**src/rtl/regcache_pkg.sv**
```systemverilog
package regcache_pkg;
  localparam int CNT_W = 4;
  typedef logic [CNT_W-1:0] ucnt_t;

  // consumers left after the bypass network, floored at zero
  function automatic ucnt_t left_uses(ucnt_t pred, ucnt_t byp);
    return (pred > byp) ? ucnt_t'(pred - byp) : '0;
  endfunction
endpackage

```
**src/rtl/rc_way_match.sv**
```systemverilog
module rc_way_match #(
  parameter int WAYS  = 2,
  parameter int TAG_W = 6,
  parameter int WIW   = 1
) (
  input  logic                  clk,
  input  logic                  rst_n,
  input  logic [TAG_W-1:0]      key,
  input  logic [WAYS-1:0]       way_vld,
  input  logic [WAYS*TAG_W-1:0] way_tag,
  output logic                  hit,
  output logic [WIW-1:0]        way
);
  logic [WAYS-1:0] match;

  always_comb begin
    match = '0;
    way   = '0;
    for (int w = 0; w < WAYS; w++)
      match[w] = way_vld[w] && (way_tag[w*TAG_W +: TAG_W] == key);
    for (int w = 0; w < WAYS; w++)
      if (match[w]) way = WIW'(w);
    hit = |match;
  end

  // a register never sits in two ways of one set
  assert_unique_tag_R2: assert property (@(posedge clk) disable iff (!rst_n)
    $onehot0(match));
endmodule

```
**src/rtl/rc_victim_pick.sv**
```systemverilog
module rc_victim_pick
  import regcache_pkg::*;
#(
  parameter int WAYS = 2,
  parameter int WIW  = 1
) (
  input  logic [WAYS-1:0]       way_vld,
  input  logic [WAYS*CNT_W-1:0] way_cnt,
  output logic [WIW-1:0]        way
);
  logic  found;
  ucnt_t best;

  always_comb begin
    found = 1'b0;
    way   = '0;
    best  = way_cnt[CNT_W-1:0];
    for (int w = 0; w < WAYS; w++)
      if (!way_vld[w] && !found) begin
        found = 1'b1;
        way   = WIW'(w);
      end
    if (!found)
      for (int w = 1; w < WAYS; w++)
        if (way_cnt[w*CNT_W +: CNT_W] < best) begin
          best = way_cnt[w*CNT_W +: CNT_W];
          way  = WIW'(w);
        end
  end
endmodule

```
**src/rtl/regcache_usecount.sv**
```systemverilog
module regcache_usecount
  import regcache_pkg::*;
#(
  parameter int SETS     = 4,
  parameter int WAYS     = 2,
  parameter int RD_PORTS = 2,
  parameter int PREGS    = 64,
  parameter int DATA_W   = 32,
  localparam int PREG_W  = $clog2(PREGS),
  localparam int SET_W   = (SETS > 1) ? $clog2(SETS) : 1
) (
  input  logic                       clk,
  input  logic                       rst_n,
  input  logic                       wb_valid,
  output logic                       wb_ready,
  input  logic [PREG_W-1:0]          wb_preg,
  input  logic [DATA_W-1:0]          wb_data,
  input  logic [CNT_W-1:0]           wb_pred,
  input  logic [CNT_W-1:0]           wb_byp,
  input  logic [SET_W-1:0]           wb_set,
  input  logic [RD_PORTS-1:0]        rd_valid,
  input  logic [RD_PORTS*PREG_W-1:0] rd_preg,
  output logic [RD_PORTS-1:0]        rd_hit,
  output logic [RD_PORTS*DATA_W-1:0] rd_data,
  input  logic                       free_valid,
  input  logic [PREG_W-1:0]          free_preg
);
  localparam int ENTRIES = SETS * WAYS;
  localparam int IDX_W   = (ENTRIES > 1) ? $clog2(ENTRIES) : 1;
  localparam int WIW     = (WAYS > 1) ? $clog2(WAYS) : 1;
  localparam int NL      = RD_PORTS + 1;   // read lookups plus the free lookup

  // entry storage, index = set*WAYS + way
  logic [ENTRIES-1:0] e_vld, n_vld;
  logic [PREG_W-1:0]  e_tag  [ENTRIES];
  logic [PREG_W-1:0]  n_tag  [ENTRIES];
  ucnt_t              e_cnt  [ENTRIES];
  ucnt_t              n_cnt  [ENTRIES];
  logic [DATA_W-1:0]  e_data [ENTRIES];
  logic [DATA_W-1:0]  n_data [ENTRIES];
  logic [SET_W-1:0]   set_map [PREGS];

  logic [NL-1:0]    lk_hit;
  logic [WIW-1:0]   lk_way [NL];
  logic [SET_W-1:0] lk_set [NL];
  logic [IDX_W-1:0] lk_idx [NL];

  assign wb_ready = 1'b1;

  // one tag lookup per read port, the last one serves the free port
  for (genvar l = 0; l < NL; l++) begin : g_lookup
    logic [PREG_W-1:0]      key;
    logic [WAYS-1:0]        vf;
    logic [WAYS*PREG_W-1:0] tf;
    if (l < RD_PORTS) begin : g_rd
      assign key = rd_preg[l*PREG_W +: PREG_W];
    end else begin : g_fr
      assign key = free_preg;
    end
    assign lk_set[l] = set_map[key];
    always_comb
      for (int w = 0; w < WAYS; w++) begin
        vf[w]                    = e_vld[IDX_W'(int'(lk_set[l]) * WAYS + w)];
        tf[w*PREG_W +: PREG_W]   = e_tag[IDX_W'(int'(lk_set[l]) * WAYS + w)];
      end
    assign lk_idx[l] = IDX_W'(int'(lk_set[l]) * WAYS + int'(lk_way[l]));
    rc_way_match #(.WAYS(WAYS), .TAG_W(PREG_W), .WIW(WIW)) u_match (
      .clk(clk), .rst_n(rst_n), .key(key), .way_vld(vf), .way_tag(tf),
      .hit(lk_hit[l]), .way(lk_way[l]));
  end

  always_comb
    for (int p = 0; p < RD_PORTS; p++) begin
      rd_hit[p] = rd_valid[p] & lk_hit[p];
      rd_data[p*DATA_W +: DATA_W] = rd_hit[p] ? e_data[lk_idx[p]] : '0;
    end

  logic             fr_hit;
  logic [IDX_W-1:0] fr_idx;
  assign fr_hit = free_valid & lk_hit[RD_PORTS];
  assign fr_idx = lk_idx[RD_PORTS];

  // victim choice inside the allocator's set
  logic [WAYS-1:0]       vs_vld;
  logic [WAYS*CNT_W-1:0] vs_cnt;
  logic [WIW-1:0]        vic_way;
  always_comb
    for (int w = 0; w < WAYS; w++) begin
      vs_vld[w]                  = e_vld[IDX_W'(int'(wb_set) * WAYS + w)];
      vs_cnt[w*CNT_W +: CNT_W]   = e_cnt[IDX_W'(int'(wb_set) * WAYS + w)];
    end

  rc_victim_pick #(.WAYS(WAYS), .WIW(WIW)) u_victim (
    .way_vld(vs_vld), .way_cnt(vs_cnt), .way(vic_way));

  ucnt_t            ins_cnt;
  logic             ins_en;
  logic [IDX_W-1:0] ins_idx;
  assign ins_cnt = left_uses(wb_pred, wb_byp);
  assign ins_en  = wb_valid && (ins_cnt != '0);
  assign ins_idx = IDX_W'(int'(wb_set) * WAYS + int'(vic_way));

  // next state: consume uses, then free, then insert
  always_comb begin
    int dec;
    n_vld  = e_vld;
    n_tag  = e_tag;
    n_cnt  = e_cnt;
    n_data = e_data;
    for (int i = 0; i < ENTRIES; i++) begin
      dec = 0;
      for (int p = 0; p < RD_PORTS; p++)
        if (rd_hit[p] && lk_idx[p] == IDX_W'(i)) dec++;
      if (e_vld[i] && dec > 0) begin
        if (dec >= int'(e_cnt[i])) n_vld[i] = 1'b0;
        else n_cnt[i] = e_cnt[i] - CNT_W'(dec);
      end
    end
    if (fr_hit) n_vld[fr_idx] = 1'b0;
    if (ins_en) begin
      n_vld[ins_idx]  = 1'b1;
      n_tag[ins_idx]  = wb_preg;
      n_cnt[ins_idx]  = ins_cnt;
      n_data[ins_idx] = wb_data;
    end
  end

  always_ff @(posedge clk) begin
    if (!rst_n) begin
      e_vld <= '0;
      for (int i = 0; i < ENTRIES; i++) begin
        e_tag[i]  <= '0;
        e_cnt[i]  <= '0;
        e_data[i] <= '0;
      end
      for (int r = 0; r < PREGS; r++) set_map[r] <= '0;
    end else begin
      e_vld  <= n_vld;
      e_tag  <= n_tag;
      e_cnt  <= n_cnt;
      e_data <= n_data;
      if (ins_en) set_map[wb_preg] <= wb_set;
    end
  end

  // checker support
  logic set_has_free, vic_min_ok;
  int   hits_on0;
  always_comb begin
    set_has_free = ~&vs_vld;
    vic_min_ok   = 1'b1;
    for (int w = 0; w < WAYS; w++)
      if (vs_cnt[w*CNT_W +: CNT_W] < vs_cnt[int'(vic_way)*CNT_W +: CNT_W]) vic_min_ok = 1'b0;
    hits_on0 = 0;
    for (int p = 0; p < RD_PORTS; p++)
      if (rd_hit[p] && lk_idx[p] == lk_idx[0]) hits_on0++;
  end

  // a fully bypassed write-back never adds a resident entry
  assert_skip_insert_R1: assert property (@(posedge clk) disable iff (!rst_n)
    (wb_valid && wb_pred <= wb_byp) |=> ($countones(e_vld) <= $past($countones(e_vld))));

  // with an invalid way present, a valid way is never chosen
  assert_fill_invalid_R3: assert property (@(posedge clk) disable iff (!rst_n)
    (ins_en && set_has_free) |-> !vs_vld[vic_way]);

  // in a full set the victim holds the smallest count
  assert_victim_min_R4: assert property (@(posedge clk) disable iff (!rst_n)
    (ins_en && !set_has_free) |-> vic_min_ok);

  // one hit costs exactly one use
  assert_one_use_R6: assert property (@(posedge clk) disable iff (!rst_n)
    (rd_hit[0] && hits_on0 == 1 && e_cnt[lk_idx[0]] > 1
     && !(fr_hit && fr_idx == lk_idx[0]) && !(ins_en && ins_idx == lk_idx[0]))
    |=> (e_vld[$past(lk_idx[0])] && e_cnt[$past(lk_idx[0])] == $past(e_cnt[lk_idx[0]]) - 4'd1));

  // a free wins over a same-cycle read
  assert_free_wins_R7: assert property (@(posedge clk) disable iff (!rst_n)
    (fr_hit && !(ins_en && ins_idx == fr_idx)) |=> !e_vld[$past(fr_idx)]);
endmodule

```
**config.mk**
```make
export PLATFORM = sky130hd
export DESIGN_NAME = regcache_usecount
export DESIGN_NICKNAME = d
export VERILOG_FILES = /design/src/rtl/regcache_pkg.sv /design/src/rtl/rc_way_match.sv /design/src/rtl/rc_victim_pick.sv /design/src/rtl/regcache_usecount.sv
export SDC_FILE = /design/constraint.sdc
export NUM_CORES = 2
export LEC_CHECK = 0
export ABC_CLOCK_PERIOD_IN_PS = 13940
export BUFFER_PORTS_ARGS = -buffer_cell sky130_fd_sc_hd__buf_2
export CAP_MARGIN = 20
export CELL_PAD_IN_SITES_DETAIL_PLACEMENT = 1
export CELL_PAD_IN_SITES_GLOBAL_PLACEMENT = 2
export CORE_MARGIN = 2
export CORE_UTILIZATION = 34
export DETAILED_ROUTE_END_ITERATION = 10
export PLACE_DENSITY_LB_ADDON = 0.1
export SETUP_SLACK_MARGIN = 0.05
export SYNTH_ARGS = -nofsm -noshare
export SYNTH_HDL_FRONTEND = slang
export SYNTH_SLANG_ARGS = --single-unit
```
**constraint.sdc**
```tcl
create_clock -name clk -period 13.94 [get_ports clk]
set_clock_uncertainty 0.1 [all_clocks]
set_input_delay 2.788 -clock clk [delete_from_list [all_inputs] [get_ports clk]]
set_output_delay 2.788 -clock clk [all_outputs]
set_load 0.1 [all_outputs]
```
==> reports/qor.yml <==
period_needed_ps: 11910
fmax_mhz: 83.9
worst_path_largest_cell_delay_ps: 740
syn_area_per_cell_um2: 9.64
synth_top_flop_cell: "dfxtp_1"
track_usage_pct: 25.0
die_w_um: 299
critPathLaunchType: "input port"
drc: 0
synth_top_cell_by_area: "dfxtp_1"
synthTopCellsByCount: "nand2_1, dfxtp_1, mux2i_1"
arrival_ps: 9030
area_growth_pct: 11.5
dp.cells: 4114
synth_edf_count: 128
setup_tns_ps: 0
grt_pass1_vias: 25300
clockBufferDepth: 3
postCtsHoldBufs: 0
pwr-share-comb_pct: 16.6
p_leak_nw: 11.0
drv_slew: 0
syn_nets: 3196
yosysUniqueCellTypes: 74
met1_usage_pct: 32.8
avgViaCountPerCell: 5.71
whs_endpoint: "e_data[194]"
post-dp-hpwl_um: 72500
synth_area_leaders: "dfxtp_1, mux4_2, edfxtp_1"
fin_crit_sh_pct: 85.5
grt_overflow: 0
tightest_slew_ps: 1140
cp_max_fo: 134
async_flop_share_pct: 0
cts_htree_levels: 2
synth_top_area_share_pct: 23.4
cts_made_buffers: 59
fp.dieH_um: 299
use_met3_pct: 2.76
num_io_pins: 139
setup-violations-final: 0
dieArea_um2: 89100
status: "finished, final reports clean"
post_cts_resized: 0
r2r_end: "e_cnt[29]"
hold_path_class: "flip-flop to flip-flop"
timing.final.hold_violations: 0
fillers: 9628
drt-initial-drc-count: 1397
cts_setup_buffers: 0
p_clk_share_pct: 43.3
p_sw_w: 0.00108
postRouteAntennaNets: 0
wl_per_cell_um: 26.9
crit_path_top_delay_cell: "buf_12"
ir_drop_mv: 0.0959
grt_max_degree: 135
final_nets: 3158
io_buffers: 137
rsz0062_at_grt: "no"
critPathBufInv: 4
hold_start: "e_data[194]"
tritoncts: "yes"
pwr-share-seq_pct: 40.1
powerDensity_nw_per_um2: 113
post_synth_instance_area_um2: 29500
worstSetupPathType: "input port to output port"
root_buffer: "clkbuf_16"
grt_pass1_wl_um: 168000
internal_power_w: 0.00265
dr.pass1.iters: 5
layout-drive-gt1-share_pct: 16.2
grt_antenna_before_repair: 3
cp_cell_sequence: "buf_2, mux4_2, a22oi_1, a211oi_1, nor2_1, nand2_1, buf_4, nor2_1, mux2_2, o21ai_1, nor4_2, buf_12, mux2i_1, a22oi_1, and3_1, buf_2"
final_cells: 4227
coreArea_um2: 86300
yosysSeqAreaShare_pct: 36.4
drv_cap: 0
critPathCaptureType: "output port"
path_depth: 16
vias: 24100
use_met2_pct: 43.4
r2r_cells: 23
std_cell_rows: 108
clk_latency_ps: 630
busiest_layer: "met2"
routed_wl_um: 114000
gp_congestion: 0.819
timing.rr.start: "set_map[45][0]"
path_clk_slew_ps: 60
syn_inst: 3060
yosysMostFrequentCell: "nand2_1"
start_util_pct: 34.2
slew_headroom_pct: 23.7
p_sw_share_pct: 29.0
holdPathStages: 2
ys_seq_elements: 472
critPathTopFamily: "buffers and inverters"
cts_sinks: 472
yosysWarnings: 0
reg2reg_slack_ps: 6430
cp.required_ps: 11050
## state kept, by name, summed over array words and instances, names as in the netlist
| name | cells |
|---|---|
| e_cnt | 32 |
| set_map | 128 |
| e_tag | 48 |
| e_data | 256 |
| e_vld | 8 |
## stage by stage
stage | cell area (um^2) | util (%) | hold slack (ps) | setup slack (ps) | power (W)
6_report | 32900 | 38.1 | 382 | 2030 | 0.00373
5_1_grt | 32900 | 38.1 | 400 | 1710 | 0.00386
4_1_cts | 32900 | 38.0 | 385 | 1990 | 0.00377
3_5_place_dp | 30900 | 35.7 | 377 | 2000 | 0.00214
3_3_place_gp | 30800 | 35.7 | 368 | 2100 | 0.00213
2_1_floorplan | 29500 | - | 353 | 3350 | 0.00192
## cell usage in the layout, fill, tap and decap left out, drive strengths merged, types with 16 or more instances in the layout
master	Yosys	routed
a21boi	235	235
a21oi	43	43
a22oi	71	71
and3	40	40
buf	92	185
clkbuf	193	86
clkinv	1	16
dfxtp	344	344
edfxtp	128	128
ha	55	55
inv	56	58
mux2i	339	339
mux4	175	175
nand2	568	568
nand2b	25	25
nand3	30	30
nand3b	17	17
nor2	210	210
nor2b	96	96
nor3	39	39
o211a	20	20
o21ai	93	93
xnor2	27	27
## metal layers
| metal | wire (um) | up-vias | share of wire (%) |
|---|---|---|---|
| met5 | 0 | - | 0 |
| met3 | 4700 | 181 | 4.1 |
| met2 | 55800 | 606 | 49 |
| met1 | 50100 | 12500 | 44 |
| met4 | 3090 | 0 | 2.7 |
| li1 | - | 10800 | - |
## worst max path at each step
stage                from           to
3_3_place_gp   rd_preg[6]  rd_data[59]
6_report       rd_preg[6]  rd_data[61]
3_5_place_dp   rd_preg[6]  rd_data[61]
5_1_grt        rd_preg[6]  rd_data[61]
2_1_floorplan  rd_preg[8]  rd_data[54]
4_1_cts        rd_preg[6]  rd_data[61]
## logic make-up after synthesis
family / after synthesis / share of synthesized area [%]
buf+inv: 342 / 5.14
mux: 524 / 25.3
other cells: 1 / 0.0127
xor+xnor: 39 / 1.16
compound gates: 535 / 12.8
simple gates: 1083 / 16.3
flops: 472 / 36.4
fa+ha+maj: 64 / 2.94
## power by group through the flow
| stage | Clock [W] | Sequential (W) | Combinational [W] |
|---|---|---|---|
| after floorplan | 0 | 0.00150 | 0.000424 |
| after global placement | 0 | 0.00152 | 0.000607 |
| after detailed placement | 0 | 0.00152 | 0.000619 |
| after CTS | 0.00165 | 0.00149 | 0.000621 |
| after global routing | 0.00170 | 0.00150 | 0.000657 |
| final | 0.00162 | 0.00150 | 0.000619 |
## worst register-to-register path: cells and delay by family (launching register included)
| kind | cells | cell delay [ps] |
|---|---|---|
| buf+inv | 2 | 810 |
| fa+ha+maj | 2 | 640 |
| flops | 1 | 460 |
| mux | 2 | 700 |
| simple gates | 10 | 3040 |
| compound gates | 7 | 1690 |
## layout make-up
cell class / instances / area, um^2 / area share [%]
Multi-Input combinational cell: 2246 / 17400 / 52.9
Sequential cell: 472 / 10700 / 32.6
Clock buffer: 85 / 1680 / 5.12
Tap cell: 1155 / 1450 / 4.39
Timing Repair Buffer: 186 / 1100 / 3.35
Clock inverter: 25 / 318 / 0.966
Inverter: 57 / 214 / 0.651
Antenna cell: 1 / 2.50 / 0.00761
Power figures use the tool's default switching activity.
